--- src/rtl/casPkg.sv ---
package casPkg;
  localparam int SLOTS  = 16;
  localparam int BYTE_W = 8;
  localparam int IDX_W  = $clog2(SLOTS);

  typedef struct packed {
    logic             capture;
    logic             commit;
    logic [IDX_W-1:0] idx;
  } casStrobe_t;
endpackage

--- src/rtl/casCtrl.sv ---
module casCtrl
  import casPkg::*;
(
  input  logic             clk,
  input  logic             rstN,
  input  logic             ts16Valid,
  input  logic [IDX_W-1:0] frameNum,
  input  logic             ts0Sync,
  input  logic             mfSync,
  output casStrobe_t       stb
);
  localparam logic [IDX_W-1:0] LAST_IDX = IDX_W'(SLOTS - 1);

  logic             capturing;
  logic [IDX_W-1:0] nextIdx;
  logic             commitPend;
  logic             syncOk;
  logic             isStart;
  logic             inSeq;

  always_comb begin
    syncOk      = ts0Sync && mfSync;
    isStart     = ts16Valid && syncOk && (frameNum == '0);
    inSeq       = ts16Valid && syncOk && capturing && (frameNum == nextIdx) && (frameNum != '0);
    stb.capture = isStart || inSeq;
    stb.idx     = frameNum;
    stb.commit  = commitPend && syncOk;
  end

  always_ff @(posedge clk) begin
    if (!rstN) begin
      capturing  <= 1'b0;
      nextIdx    <= '0;
      commitPend <= 1'b0;
    end else begin
      commitPend <= inSeq && (frameNum == LAST_IDX);
      if (isStart) begin
        capturing <= 1'b1;
        nextIdx   <= IDX_W'(1);
      end else if (inSeq) begin
        if (frameNum == LAST_IDX) capturing <= 1'b0;
        else                      nextIdx   <= nextIdx + IDX_W'(1);
      end else if (capturing && (!syncOk || ts16Valid)) begin
        capturing <= 1'b0;
      end
    end
  end

  // a commit follows only the capture of the final frame
  assert_commit_after_last_R4: assert property (@(posedge clk) disable iff (!rstN)
    stb.commit |-> $past(stb.capture && (stb.idx == LAST_IDX)));

  // no commit while either sync is missing
  assert_commit_needs_sync_R6: assert property (@(posedge clk) disable iff (!rstN)
    (!ts0Sync || !mfSync) |-> !stb.commit);
endmodule

--- src/rtl/casData.sv ---
module casData
  import casPkg::*;
(
  input  logic              clk,
  input  logic              rstN,
  input  casStrobe_t        stb,
  input  logic [BYTE_W-1:0] ts16Byte,
  input  logic [IDX_W-1:0]  rdAddr,
  input  logic              clrIrq,
  output logic [BYTE_W-1:0] rdData,
  output logic              changeIrq
);
  logic [SLOTS-1:0][BYTE_W-1:0] shadowBank;
  logic [SLOTS-1:0][BYTE_W-1:0] visBank;
  logic                         differs;

  always_comb begin
    differs = (shadowBank != visBank);
    rdData  = visBank[rdAddr];
  end

  for (genvar g = 0; g < SLOTS; g++) begin : gSlot
    always_ff @(posedge clk) begin
      if (!rstN) begin
        shadowBank[g] <= '1;
        visBank[g]    <= '1;
      end else begin
        if (stb.capture && (stb.idx == IDX_W'(g))) shadowBank[g] <= ts16Byte;
        if (stb.commit) visBank[g] <= shadowBank[g];
      end
    end
  end

  always_ff @(posedge clk) begin
    if (!rstN)                   changeIrq <= 1'b0;
    else if (stb.commit && differs) changeIrq <= 1'b1;
    else if (clrIrq)             changeIrq <= 1'b0;
  end

  // the visible bank moves only on a commit
  assert_vis_stable_R3: assert property (@(posedge clk) disable iff (!rstN)
    !stb.commit |=> $stable(visBank));

  // the interrupt rises only right after a commit
  assert_irq_after_commit_R4: assert property (@(posedge clk) disable iff (!rstN)
    $rose(changeIrq) |-> $past(stb.commit));

  // a clear without a commit drops the interrupt
  assert_irq_clear_R8: assert property (@(posedge clk) disable iff (!rstN)
    (clrIrq && !stb.commit) |=> !changeIrq);
endmodule

--- src/rtl/casChangeDetect.sv ---
module casChangeDetect
  import casPkg::*;
(
  input  logic              clk,
  input  logic              rstN,
  input  logic              ts16Valid,
  input  logic [BYTE_W-1:0] ts16Byte,
  input  logic [IDX_W-1:0]  frameNum,
  input  logic              ts0Sync,
  input  logic              mfSync,
  input  logic [IDX_W-1:0]  rdAddr,
  output logic [BYTE_W-1:0] rdData,
  input  logic              clrIrq,
  output logic              changeIrq
);
  casStrobe_t stb;

  casCtrl uCtrl (
    .clk(clk), .rstN(rstN), .ts16Valid(ts16Valid), .frameNum(frameNum),
    .ts0Sync(ts0Sync), .mfSync(mfSync), .stb(stb)
  );

  casData uData (
    .clk(clk), .rstN(rstN), .stb(stb), .ts16Byte(ts16Byte), .rdAddr(rdAddr),
    .clrIrq(clrIrq), .rdData(rdData), .changeIrq(changeIrq)
  );
endmodule

--- config.mk ---
export PLATFORM = sky130hd
export DESIGN_NAME = casChangeDetect
export DESIGN_NICKNAME = d
export VERILOG_FILES = /design/src/rtl/casPkg.sv /design/src/rtl/casCtrl.sv /design/src/rtl/casData.sv /design/src/rtl/casChangeDetect.sv
export SDC_FILE = /design/constraint.sdc
export NUM_CORES = 1
export LEC_CHECK = 0
export BUFFER_PORTS_ARGS = -buffer_cell sky130_fd_sc_hd__buf_4
export CELL_PAD_IN_SITES_DETAIL_PLACEMENT = 1
export CELL_PAD_IN_SITES_GLOBAL_PLACEMENT = 1
export CORE_UTILIZATION = 40
export CTS_CLUSTER_DIAMETER = 80
export CTS_CLUSTER_SIZE = 10
export DETAILED_ROUTE_END_ITERATION = 12
export PLACE_DENSITY = 0.77
export SYNTH_ARGS = -nofsm -noshare
export SYNTH_HDL_FRONTEND = slang
export SYNTH_SLANG_ARGS = --single-unit
--- constraint.sdc ---
create_clock -name clk -period 2.5 [get_ports clk]
set_input_delay 0.25 -clock clk [delete_from_list [all_inputs] [get_ports clk]]
set_output_delay 0.25 -clock clk [all_outputs]
set_load 0.02 [all_outputs]
* After elaboration in Yosys (flattened, before gate mapping)
Index checks and enable logic that the tools add are counted.
Word-level totals: flip-flop bits (word level) 263, input port bits 22, output and inout port bits 9, logic and storage cells 109
Cells by class: add/sub/neg operators 1, magnitude comparators 1, equal/unequal tests 19, mux-type cells 11, bitwise operators 2, reduce and logical (&&, ||, !) cells 38
Operator list (count):
- 128-bit inequality test | 1
- 8-bit binary-select mux with 4-bit select | 1
- 4-bit == test (second input constant) | 8
- 1-bit logical AND | 26
- 4-bit by 3-bit == test with 1-bit output (second input constant) | 4
- 1-bit 2-to-1 mux | 9
- 4-bit by 2-bit == test with 1-bit output (second input constant) | 2
- 8-bit 2-to-1 mux | 1
- 2-bit AND reduction | 3
- 4-bit by 5-bit < comparator with 1-bit output (second input constant) | 1
- 4-bit by 1-bit adder with 4-bit output (second input constant) | 1
- 4-bit by 1-bit == test with 1-bit output (second input constant) | 1
- 4-bit == test | 1
- 4-bit logical NOT | 1
- 2-bit nonzero test | 2
- 4-bit nonzero test | 1
- 3-bit by 2-bit inequality test with 1-bit output (second input constant) | 1
- 3-bit nonzero test | 1
- 1-bit logical OR | 2
- 2-bit by 1-bit inequality test with 1-bit output (second input constant) | 1
- 1-bit inverter | 2
- 2-bit OR reduction | 1
- 1-bit logical NOT | 1

* Depth between registers and ports, before layout
word-level depth 7, depth in mapped cells 9, mapped depth without buffers 6

* Cells and area by module
Synthesis repeated with hierarchy kept, for this count alone.
Unflattened totals: cells, all modules 1278, area, all modules 11890.2 µm²
By module, submodules not included:
- casData | times used 1, cells an instance 1229, area an instance 11472.3 µm², seq. area each 5144.9 µm²
- casCtrl | times used 1, cells an instance 49, area an instance 417.9 µm², seq. area each 120.1 µm²

* Worst setup path after synthesis
Ideal clock, no wire load.
path type in2out, start in rdAddr[0], end out rdData[0], arrival time 2271 ps, required time 2250 ps, slack -21 ps, stages 5, buffers on the path 3, cells stage by stage clkbuf_1 > clkbuf_1 > clkbuf_1 > mux4_2 > mux4_2
On the way: longest elaborated chain between the ends 2
RTL lines:
- from (decl) | RTL line casChangeDetect.sv:11 | input logic [IDX_W-1:0] rdAddr,
- 8-bit binary-select mux with 4-bit select | RTL line casData.sv:19 | rdData = visBank[rdAddr];
- 8-bit 2-to-1 mux (not written as such) | RTL line casData.sv:19
- to (decl) | RTL line casChangeDetect.sv:12 | output logic [BYTE_W-1:0] rdData,
No other way between the ends. The select of a mux whose other input is x is not followed.

* Worst setup path in the final report
start reg uData.visBank[80] (netlist bit), end out rdData[0]
On the way: longest elaborated chain between the ends 2
RTL lines:
- from (decl) | RTL line casData.sv:14 | logic [SLOTS-1:0][BYTE_W-1:0] visBank;
- from (signal, indexed assignment) | RTL line casData.sv:29 | if (stb.commit) visBank[g] <= shadowBank[g];
- 8-bit binary-select mux with 4-bit select | RTL line casData.sv:19
- 8-bit 2-to-1 mux (not written as such) | RTL line casData.sv:19
No other way between the ends. The select of a mux whose other input is x is not followed.

==> out/results.tsv <==
metric	value	unit
dieWidth	173.2	µm
portBuffers	30	
powerDensity	625.6	mW/mm²
ys_seq_area_share	44.91	%
worstReg2RegStart	uCtrl.nextIdx[1]	
layout-drive-gt1-share	11.97	%
yosys_register_bits	263	
routed_wl	40600	µm
path_max_fanout	3	
holdPathEnd	uData.shadowBank[127]	
cp_data_required_time	2.25	ns
maxClockFrequency	0.4116	GHz
final_cell_mix	nand2_1 (349), dfxtp_1 (263), nand3_1 (178)	
grt_pass1_vias	10269	
grt_overflow	0	
worst-endpoint-arrival	2.18	ns
cp_num_buf_inv	1	
r2r_setup_slack	0.11	ns
gp_congestion	0.8445	
yosysUniqueCellTypes	32	
dp_cells	1704	
drc	0	
fin_crit	2.429	ns
synth_fa_ha_area_share	0.1067	%
grt_util_all_layers	27.18	%
ir_drop	0.6220	mV
clk_pin_slew	0.05	ns
synth.area.top_cells	dfxtp_1 (45%), nand2_1 (11%), xnor2_1 (9.6%)	
startpoint_type	flop	
cpMaxStageDelayCell	mux4_2	
critPathKind	reg2out	
grt_max_degree	98	
ys_warn_count	0	
hp-class	in2reg	
fin_skew	0.01059	ns
synthSimpleGateAreaFrac	24.59	%
ctsLongestPathBuffers	3	
place_area	0.01255	mm²
worstPathCellList	mux4_2, mux4_2, buf_4	
syn_nets	1370	
drv_cap	0	
muxShareOfSynthArea	12.55	%
post_drt_wl_per_cell	23.36	µm
drv_slew	0	
stdcell_count	1738	
clock-sinks	263	
cp_slowest_stage_delay	0.54	ns
final_nets	1376	
num_rows	62	
grt_pass1_wl	62020	µm
critical_path.top_delay_family	multiplexers	
synth_compound_area_share	4.408	%
cts-root-buf	clkbuf_16	
synth_xor_area_share	9.937	%
vias_per_cell	5.805	
setup_ws	0.07074	ns
mostFrequentLayoutCell	nand2_1	
status	complete, no violations	
finalSetupViolations	0	
leakagePower	0.006016	µW
synth_top_family_by_area	simple AND/OR/NAND/NOR gates	
dieHeight	173.2	µm
r2r_cells	9	
hpwlAfterDp	27390	µm
crit_top_cell	mux4_2	
synthCells	1347	
min_from	rstN	
hold_ws	0.04729	ns
vias	10089	
insertion_delay	0.55	ns
core-area	0.02878	mm²
r2r-end	uData.shadowBank[37]	
drt-initial-drc-count	837	
postRouteAntennaNets	0	
numCtsBuffers	30	
die_area	0.02999	mm²
avgSynthCellArea	8.703	µm²
hold_viol	0	
dpl_worst_slack	0.008758	ns
cts_htree_levels	1	
pin_count	31	
yosysTopAreaCell	dfxtp_1	
end_kind	primary output	
fin_area	0.01335	mm²
drt-pass1-iter-count	5	
cts_tree	yes	
slew_headroom	52.40	%
antenna_found_initial	2	
worst_slew_pin_slew	0.7108	ns
start_util	40.73	%
tns	0	ns
finalCritPeriodShare	97.17	%
netlist_area	0.01172	mm²
area_delta_synth_final	13.86	%
holdPathStages	2	
synth_top_area_share	44.91	%
rsz0062_at_grt	no	
timing repair:
action	4_1_cts	5_1_grt
endpoints found under the hold margin	1	0
hold buffers	1	0
endpoints found under the setup margin	0	16
resized for setup	0	2
buffers inserted	0	0
metrics by stage:
stage / utilization [%] / total power [µW]
6_report: 46.38 / 8350
5_1_grt: 46.37 / 8567
4_1_cts: 46.35 / 8379
3_5_place_dp: 43.59 / 4603
3_3_place_gp: 43.59 / 4601
2_1_floorplan: - / 4460
worst reg2reg max path: cells and delay by family (launching register included):
| family | cells | cell delay, ns |
|---|---|---|
| mux | 1 | 0.18 |
| xor+xnor | 1 | 0.17 |
| buf+inv | 3 | 0.61 |
| simple gates | 4 | 0.94 |
| flops | 1 | 0.34 |
cells in the mapped netlist:
cell	count
nand3_2	2
dfxtp_1	263
nor3_1	1
buf_1	12
nor4b_4	2
nand4_1	35
buf_4	4
nor2_1	58
or3_1	1
and2_1	1
mux2i_1	57
nor4_1	8
ha_1	1
nand4_2	1
o21ai_0	49
xnor2_1	129
clkbuf_1	80
or4_1	1
nand3b_1	1
and3_1	2
inv_1	1
nand3_4	2
mux4_2	40
nand2_1	351
a21oi_1	51
nor3_2	1
o211ai_1	1
buf_2	6
a41oi_1	1
xor2_1	4
nand3_1	179
nor2b_1	2
state kept, by name (all words and copies together), names as in the netlist:
register,count
uData.changeIrq,1
uCtrl.capturing,1
uData.shadowBank,128
uData.visBank,128
uCtrl.commitPend,1
uCtrl.nextIdx,4
layer usage:
layer	track usage (%)	part of all wire, %
met3	4.464	6.4
met2	43.20	46
met1	35.96	43
met4	13.13	4.9
met5	0	0
cell type report:
cell class,instances,area [µm²]
Clock buffer,31,775.7
Sequential cell,263,5265
Tap cell,384,480.5
Multi-Input combinational cell,981,6085
Inverter,1,3.754
Clock inverter,1,8.758
Antenna cell,1,2.502
Fill cell,3330,15430
Timing Repair Buffer,76,726.9
where the power goes:
group / total (µW) / internal, µW / switching [µW]
clock network: 3830 / 2160 / 1670
logic: 326 / 95.4 / 230
registers: 4190 / 4190 / 0.661
cell families after synthesis:
group | Yosys count
and+or+nand+nor | 648
DFF | 263
xor gates and xnor gates | 133
buffers and inverters | 103
AOI/OAI and AO/OA | 102
muxes | 97
adders and majority gates | 1
how the worst max path moves through the flow:
stage / startpoint / end / depth (start not counted) / slack, ns
3_5_place_dp: ts0Sync / uData.shadowBank[24] / 9 / 0.009
2_1_floorplan: rdAddr[1] / rdData[0] / 5 / 0.01
6_report: uData.visBank[80] / rdData[0] / 3 / 0.07
5_1_grt: uCtrl.nextIdx[1] / uData.shadowBank[59] / 8 / 0.004
4_1_cts: uCtrl.nextIdx[1] / uData.shadowBank[24] / 8 / 0.04
3_3_place_gp: frameNum[0] / uData.shadowBank[93] / 9 / 0.03
No activity file was read; power rests on OpenSTA's default activity.
